### config.mk
export PLATFORM = sky130hd
export DESIGN_NAME = cgcu_top
export DESIGN_NICKNAME = d
export VERILOG_FILES = /design/src/rtl/cgcu_pkg.sv /design/src/rtl/cgcu_decode.sv /design/src/rtl/cgcu_seq.sv /design/src/rtl/cgcu_gate.sv /design/src/rtl/cgcu_top.sv
export SDC_FILE = /design/constraint.sdc
export NUM_CORES = 1
export LEC_CHECK = 0
export BUFFER_PORTS_ARGS = -buffer_cell sky130_fd_sc_hd__buf_2
export CORE_UTILIZATION = 47
export CTS_CLUSTER_DIAMETER = 60
export DETAILED_ROUTE_END_ITERATION = 12
export GPL_ROUTABILITY_DRIVEN = 0
export PLACE_DENSITY_LB_ADDON = 0.15
export SLEW_MARGIN = 20
export SYNTH_ARGS = -nofsm -noshare
export SYNTH_HDL_FRONTEND = slang
export SYNTH_SLANG_ARGS = --single-unit
### constraint.sdc
create_clock -name clk -period 1.75 [get_ports clk]
set_input_delay 0.2625 -clock clk [delete_from_list [all_inputs] [get_ports clk]]
set_output_delay 0.2625 -clock clk [all_outputs]
set_load 0.005 [all_outputs]
### src/rtl/cgcu_pkg.sv
package cgcu_pkg;
  localparam int DW      = 8;
  localparam int OP_W    = 6;
  localparam int ADDR_W  = 2*DW - OP_W;
  localparam int N_UNITS = 6;

  localparam int U_RF  = 0;
  localparam int U_ALU = 1;
  localparam int U_SH  = 2;
  localparam int U_RAM = 3;
  localparam int U_P0  = 4;
  localparam int U_P1  = 5;

  localparam logic [OP_W-1:0] OPC_NOP = 6'h00;
  localparam logic [OP_W-1:0] OPC_LD  = 6'h01;
  localparam logic [OP_W-1:0] OPC_ST  = 6'h02;
  localparam logic [OP_W-1:0] OPC_JMP = 6'h03;
  localparam logic [OP_W-1:0] OPC_ADD = 6'h04;
  localparam logic [OP_W-1:0] OPC_SUB = 6'h05;
  localparam logic [OP_W-1:0] OPC_AND = 6'h06;
  localparam logic [OP_W-1:0] OPC_OR  = 6'h07;
  localparam logic [OP_W-1:0] OPC_XOR = 6'h08;
  localparam logic [OP_W-1:0] OPC_SHL = 6'h09;
  localparam logic [OP_W-1:0] OPC_SHR = 6'h0A;
  localparam logic [OP_W-1:0] OPC_OUT = 6'h0B;
  localparam logic [OP_W-1:0] OPC_IN  = 6'h0C;

  localparam logic [1:0] SRC_RAM = 2'd0;
  localparam logic [1:0] SRC_ALU = 2'd1;
  localparam logic [1:0] SRC_SH  = 2'd2;
  localparam logic [1:0] SRC_P1  = 2'd3;

  typedef enum logic [2:0] {
    ST_RST1, ST_RST2, ST_F1, ST_F2, ST_DEC, ST_EXE, ST_WB
  } state_t;

  typedef struct packed {
    logic [N_UNITS-1:0] mask;
    logic               is_jmp;
    logic               ram_wr;
    logic               p0_wr;
    logic               p1_rd;
    logic               rf_wr;
    logic [2:0]         alu_op;
    logic               sh_right;
    logic [1:0]         rf_src;
  } dec_t;
endpackage

### src/rtl/cgcu_decode.sv
module cgcu_decode
  import cgcu_pkg::*;
(
  input  logic [OP_W-1:0] opcode,
  output dec_t            dec
);
  always_comb begin
    dec = '0;
    unique case (opcode)
      OPC_LD: begin
        dec.mask[U_RF]  = 1'b1;
        dec.mask[U_RAM] = 1'b1;
        dec.rf_wr       = 1'b1;
        dec.rf_src      = SRC_RAM;
      end
      OPC_ST: begin
        dec.mask[U_RAM] = 1'b1;
        dec.ram_wr      = 1'b1;
      end
      OPC_JMP: dec.is_jmp = 1'b1;
      OPC_ADD, OPC_SUB, OPC_AND, OPC_OR, OPC_XOR: begin
        dec.mask[U_RF]  = 1'b1;
        dec.mask[U_ALU] = 1'b1;
        dec.mask[U_RAM] = 1'b1;
        dec.rf_wr       = 1'b1;
        dec.rf_src      = SRC_ALU;
        dec.alu_op      = 3'(opcode - OPC_ADD);
      end
      OPC_SHL, OPC_SHR: begin
        dec.mask[U_RF]  = 1'b1;
        dec.mask[U_SH]  = 1'b1;
        dec.rf_wr       = 1'b1;
        dec.rf_src      = SRC_SH;
        dec.sh_right    = (opcode == OPC_SHR);
      end
      OPC_OUT: begin
        dec.mask[U_P0]  = 1'b1;
        dec.p0_wr       = 1'b1;
      end
      OPC_IN: begin
        dec.mask[U_RF]  = 1'b1;
        dec.mask[U_P1]  = 1'b1;
        dec.p1_rd       = 1'b1;
        dec.rf_wr       = 1'b1;
        dec.rf_src      = SRC_P1;
      end
      default: dec = '0;
    endcase
  end
endmodule

### src/rtl/cgcu_seq.sv
module cgcu_seq
  import cgcu_pkg::*;
#(
  parameter int PC_W     = 8,
  parameter int START_PC = 0
) (
  input  logic              clk,
  input  logic              rst,
  input  logic              is_jmp,
  input  logic [DW-1:0]     rom_data,
  output state_t            state,
  output logic [PC_W-1:0]   rom_addr,
  output logic [OP_W-1:0]   opcode,
  output logic [ADDR_W-1:0] operand
);
  localparam int HI_W = DW - OP_W;

  logic [PC_W-1:0] pc;
  logic [OP_W-1:0] op_q;
  logic [HI_W-1:0] hi_q;
  logic [DW-1:0]   lo_q;

  always_ff @(posedge clk) begin
    if (rst) begin
      state <= ST_RST1;
      pc    <= '0;
    end else begin
      unique case (state)
        ST_RST1: state <= ST_RST2;
        ST_RST2: begin
          pc    <= PC_W'(START_PC);
          state <= ST_F1;
        end
        ST_F1:  state <= ST_F2;
        ST_F2:  state <= ST_DEC;
        ST_DEC: state <= ST_EXE;
        ST_EXE: state <= ST_WB;
        ST_WB: begin
          pc    <= is_jmp ? PC_W'(lo_q) : pc + PC_W'(2);
          state <= ST_F1;
        end
        default: state <= ST_RST1;
      endcase
    end
  end

  always_ff @(posedge clk) begin
    if (state == ST_F1) {op_q, hi_q} <= rom_data;
    if (state == ST_F2) lo_q <= rom_data;
  end

  assign rom_addr = (state == ST_F2) ? pc + PC_W'(1) : pc;
  assign opcode   = op_q;
  assign operand  = {hi_q, lo_q};
endmodule

### src/rtl/cgcu_gate.sv
module cgcu_gate
  import cgcu_pkg::*;
(
  input  logic               clk,
  input  logic               rst,
  input  state_t             state,
  input  logic [N_UNITS-1:0] mask,
  input  logic [OP_W-1:0]    opcode,
  input  logic               gate_en,
  input  logic [OP_W-1:0]    gate_op,
  output logic [N_UNITS-1:0] unit_en,
  output logic               gated
);
  logic hit;
  assign hit = gate_en && (opcode == gate_op);

  always_ff @(posedge clk) begin
    if (rst)                  gated <= 1'b0;
    else if (state == ST_DEC) gated <= hit;
    else if (state == ST_WB)  gated <= 1'b0;
  end

  for (genvar i = 0; i < N_UNITS; i++) begin : g_en
    always_ff @(posedge clk) begin
      if (rst)                  unit_en[i] <= 1'b0;
      else if (state == ST_DEC) unit_en[i] <= mask[i] & ~hit;
      else if (state == ST_WB)  unit_en[i] <= 1'b0;
    end
  end
endmodule

### src/rtl/cgcu_top.sv
module cgcu_top
  import cgcu_pkg::*;
#(
  parameter int PC_W     = 8,
  parameter int START_PC = 0
) (
  input  logic                   clk,
  input  logic                   rst,
  output logic [PC_W-1:0]        rom_addr,
  input  logic [7:0]             rom_data,
  output logic [9:0]             ram_addr,
  output logic                   ram_we,
  output logic                   rf_we,
  output logic [1:0]             rf_src,
  output logic [2:0]             alu_op,
  output logic                   sh_right,
  output logic                   p0_stb,
  output logic                   p1_stb,
  input  logic                   gate_en,
  input  logic [5:0]             gate_op,
  output logic [5:0]             unit_en
);
  state_t            state;
  logic [OP_W-1:0]   opcode;
  logic [ADDR_W-1:0] operand;
  dec_t              dec;
  logic              jmp_w;
  logic              gated;

  assign jmp_w = dec.is_jmp;

  cgcu_seq #(.PC_W(PC_W), .START_PC(START_PC)) u_seq (
    .clk(clk), .rst(rst), .is_jmp(jmp_w), .rom_data(rom_data),
    .state(state), .rom_addr(rom_addr), .opcode(opcode), .operand(operand)
  );

  cgcu_decode u_dec (.opcode(opcode), .dec(dec));

  cgcu_gate u_gate (
    .clk(clk), .rst(rst), .state(state), .mask(dec.mask), .opcode(opcode),
    .gate_en(gate_en), .gate_op(gate_op), .unit_en(unit_en), .gated(gated)
  );

  assign ram_addr = operand;
  assign rf_src   = dec.rf_src;
  assign alu_op   = dec.alu_op;
  assign sh_right = dec.sh_right;
  assign ram_we   = (state == ST_EXE) && dec.ram_wr && !gated;
  assign p0_stb   = (state == ST_EXE) && dec.p0_wr  && !gated;
  assign p1_stb   = (state == ST_EXE) && dec.p1_rd  && !gated;
  assign rf_we    = (state == ST_WB)  && dec.rf_wr  && !gated;
endmodule

==> flow_summary.ini <==
[outcome]
outcome = complete, but fails checks
failed_checks = negative setup slack

[timing]
timing_worst_slew_pin_value_ps = 380
finalHoldViolCount = 0
clock.fmax_mhz = 541
drv_slew = 0
finalSetupViolations = 5
clock_skew_ps = 6.04
rsz0062_at_grt = yes
slew-limit-headroom = 0.746
fin_ws_ps = -97.7
finalCritPeriodShare = 1.06
finalCriticalPeriod_ps = 1850

[clocking]
tritoncts = yes
path_clk_slew_ps = 70
insertion_delay_ps = 280
numCtsBuffers = 5
cts_max_level = 2
clock-sinks = 34
clock_path_buffers = 2
root_buffer = clkbuf_8

[routing]
vias_per_cell = 5.28
wl_met3_um = 201
drt-initial-drc-count = 139
met2WireLength_um = 2200
top_layer = met4
met1_length_um = 2090
drc_errors = 0
post_drt_wl_per_cell_um = 14.2
wl_um = 4580
firstDrtPassIters = 4
vias = 1701
ant_nets = 0

[floorplanning]
die-area_mm2 = 0.00413
start_util = 0.494
die_h_um = 64.2
num_rows = 22
die_x_um = 64.2
core_mm2 = 0.00369
num_io_pins = 51

[final_layout]
final_layout_size_suffix_gt1_frac = 0.489
fin_cells = 322
fin_nets = 292
multi_input_comb_area_mm2 = 0.00101
syn2layout_area_growth_pct = 43.1
nFillCells = 292
diodes = 0
regArea_um2 = 848

[yosys]
yosysTopAreaCellShare = 0.264
synthDistinctLibCells = 48
netlist_instances = 184
synth.net_count = 203
synth-main-ff-cell = dfxtp_1
synth_edf_count = 16
yosysTopAreaCell = edfxtp_1
synth_commonest_cells = dfxtp_1 (18), nor2_1 (18), edfxtp_1 (16)
ys_ff_latch = 34
ys_top_cells_by_area = edfxtp_1 (26%), dfxtp_1 (20%), xnor2_1 (5.3%)
ys_seq_area_frac = 0.462
synth_area_mm2 = 0.00182
syn_avg_cell_area_um2 = 9.89
yosysWarnings = 0
ys_async_sr_fraction = 0

[critical_path]
crit_buf_inv = 2
crit_required_ps = 1920
cp_top_family = simple AND/OR/NAND/NOR gates
cpMaxStageDelayCell = or4_4
cp_max_fo = 5
start_kind = register
worstSetupEndpointType = register
crit_top_cell = buf_4
arrival_ps = 2020
worst-setup-path-type = register to register
max_stage_delay_ps = 540
path_cells = buf_4 -> buf_4 -> xor2_1 -> or4_4 -> a32o_1

[global_routing]
antenna_found_initial = 0
grt_pass1_wl_um = 7150
grt_usage = 0.232
grt_start_max_net_pins = 12
first_global_vias = 1590
gr-total-overflow = 0

[placement]
place_ws_ps = 77.8
portBuffers = 50
dp.cells = 293
hpwl_um = 3120

[pwr]
power_density_mw_per_mm2 = 642
p_leak_nw = 1.09
ir_drop_mv = 0.647

[worst_hold_path]
hold_class = input pin to register

[flow_run]
maxCapViolations = 0
-- power breakdown --
group	internal, mW	leakage, nW	switching [mW]
Combinational	0.121	0.757	0.127
Clock	0.282	0.0395	0.262
Sequential	0.861	0.294	0.0187
-- flip-flops by register name (all words and copies together), names as in the netlist --
signal	count
u_seq.state	3
u_gate.unit_en	6
u_seq.hi_q	2
u_seq.pc	8
u_gate.gated	1
u_seq.lo_q	8
u_seq.opcode	6
-- layer usage --
metal,global-route usage,up-vias
li1,-,846
met1,0.284,795
met2,0.375,50
met3,0.0536,10
met4,0.128,0
met5,0,-
-- worst register-to-register path, cell delays in order, from the launching register on --
cell	delay, ps
edfxtp_1	470
buf_4	190
buf_4	140
xor2_1	170
or4_4	540
a32o_1	220
-- placed cells by master (no fill, tap or decap), types with 3 or more instances in the layout --
cell type,instances
nand4_1,3
clkbuf_8,5
o22ai_1,3
nor3_1,3
and3_1,3
xnor2_1,8
a31oi_1,3
clkbuf_1,3
buf_6,5
buf_4,39
xnor2_2,3
nand3_2,3
nand2_1,12
nand3_1,5
dfxtp_1,14
nor2_1,15
edfxtp_1,16
dfxtp_2,3
a32o_1,3
xor2_1,5
a21oi_1,5
o21ai_0,9
buf_2,49
o31ai_1,3
inv_1,3
nand2b_1,6
-- kinds of logic (layout without fill, tap and decap cells) --
group	Yosys count	in the layout	synth area share
and+or+nand+nor	77	77	0.231
AOI/OAI and AO/OA	37	37	0.146
DFF	34	34	0.462
xor gates and xnor gates	16	16	0.0770
buffers and inverters	15	105	0.0536
muxes	3	3	0.0172
adders and majority gates	2	2	0.0137
-- path summary, 6_finish.rpt --
kind	end	depth (start not counted)	startpoint	slack, ps
max	u_gate.unit_en[2]	5	u_seq.opcode[3]	-100
min	u_seq.hi_q[1]	1	rom_data[1]	160
min reg2reg	u_gate.unit_en[0]	2	u_gate.unit_en[0]	450
max reg2reg	u_gate.unit_en[2]	5	u_seq.opcode[3]	-100
-- what timing repair did --
action | 4_1_cts | 5_1_grt
gates cloned | 0 | 0
resized for setup | 23 | 18
pin swaps | 7 | 15
setup endpoints to repair | 13 | 19
hold buffers | 0 | 0
endpoints found under the hold margin | 0 | 0
buffers inserted | 15 | 8
-- layout make-up --
class | count | area share
well taps | 48 | 0.0231
inverters | 4 | 0.00576
repair buffers | 93 | 0.228
multi-input cells | 135 | 0.387
clock buffers | 8 | 0.0307
flip-flops and latches | 34 | 0.326
-- per-stage QoR --
| stage | power (mW) | area [µm²] | hold WS (ps) | setup TNS, ps | util |
|---|---|---|---|---|---|
| 2_1_floorplan | 1.02 | 1820 | 361 | 0 | - |
| 3_3_place_gp | 1.10 | 2210 | 432 | 0 | 0.600 |
| 3_5_place_dp | 1.10 | 2210 | 439 | 0 | 0.600 |
| 4_1_cts | 1.67 | 2480 | 154 | -177 | 0.673 |
| 5_1_grt | 1.74 | 2610 | 151 | -1160 | 0.706 |
| 6_report | 1.67 | 2610 | 161 | -270 | 0.706 |
Power figures use the tool's default switching activity.
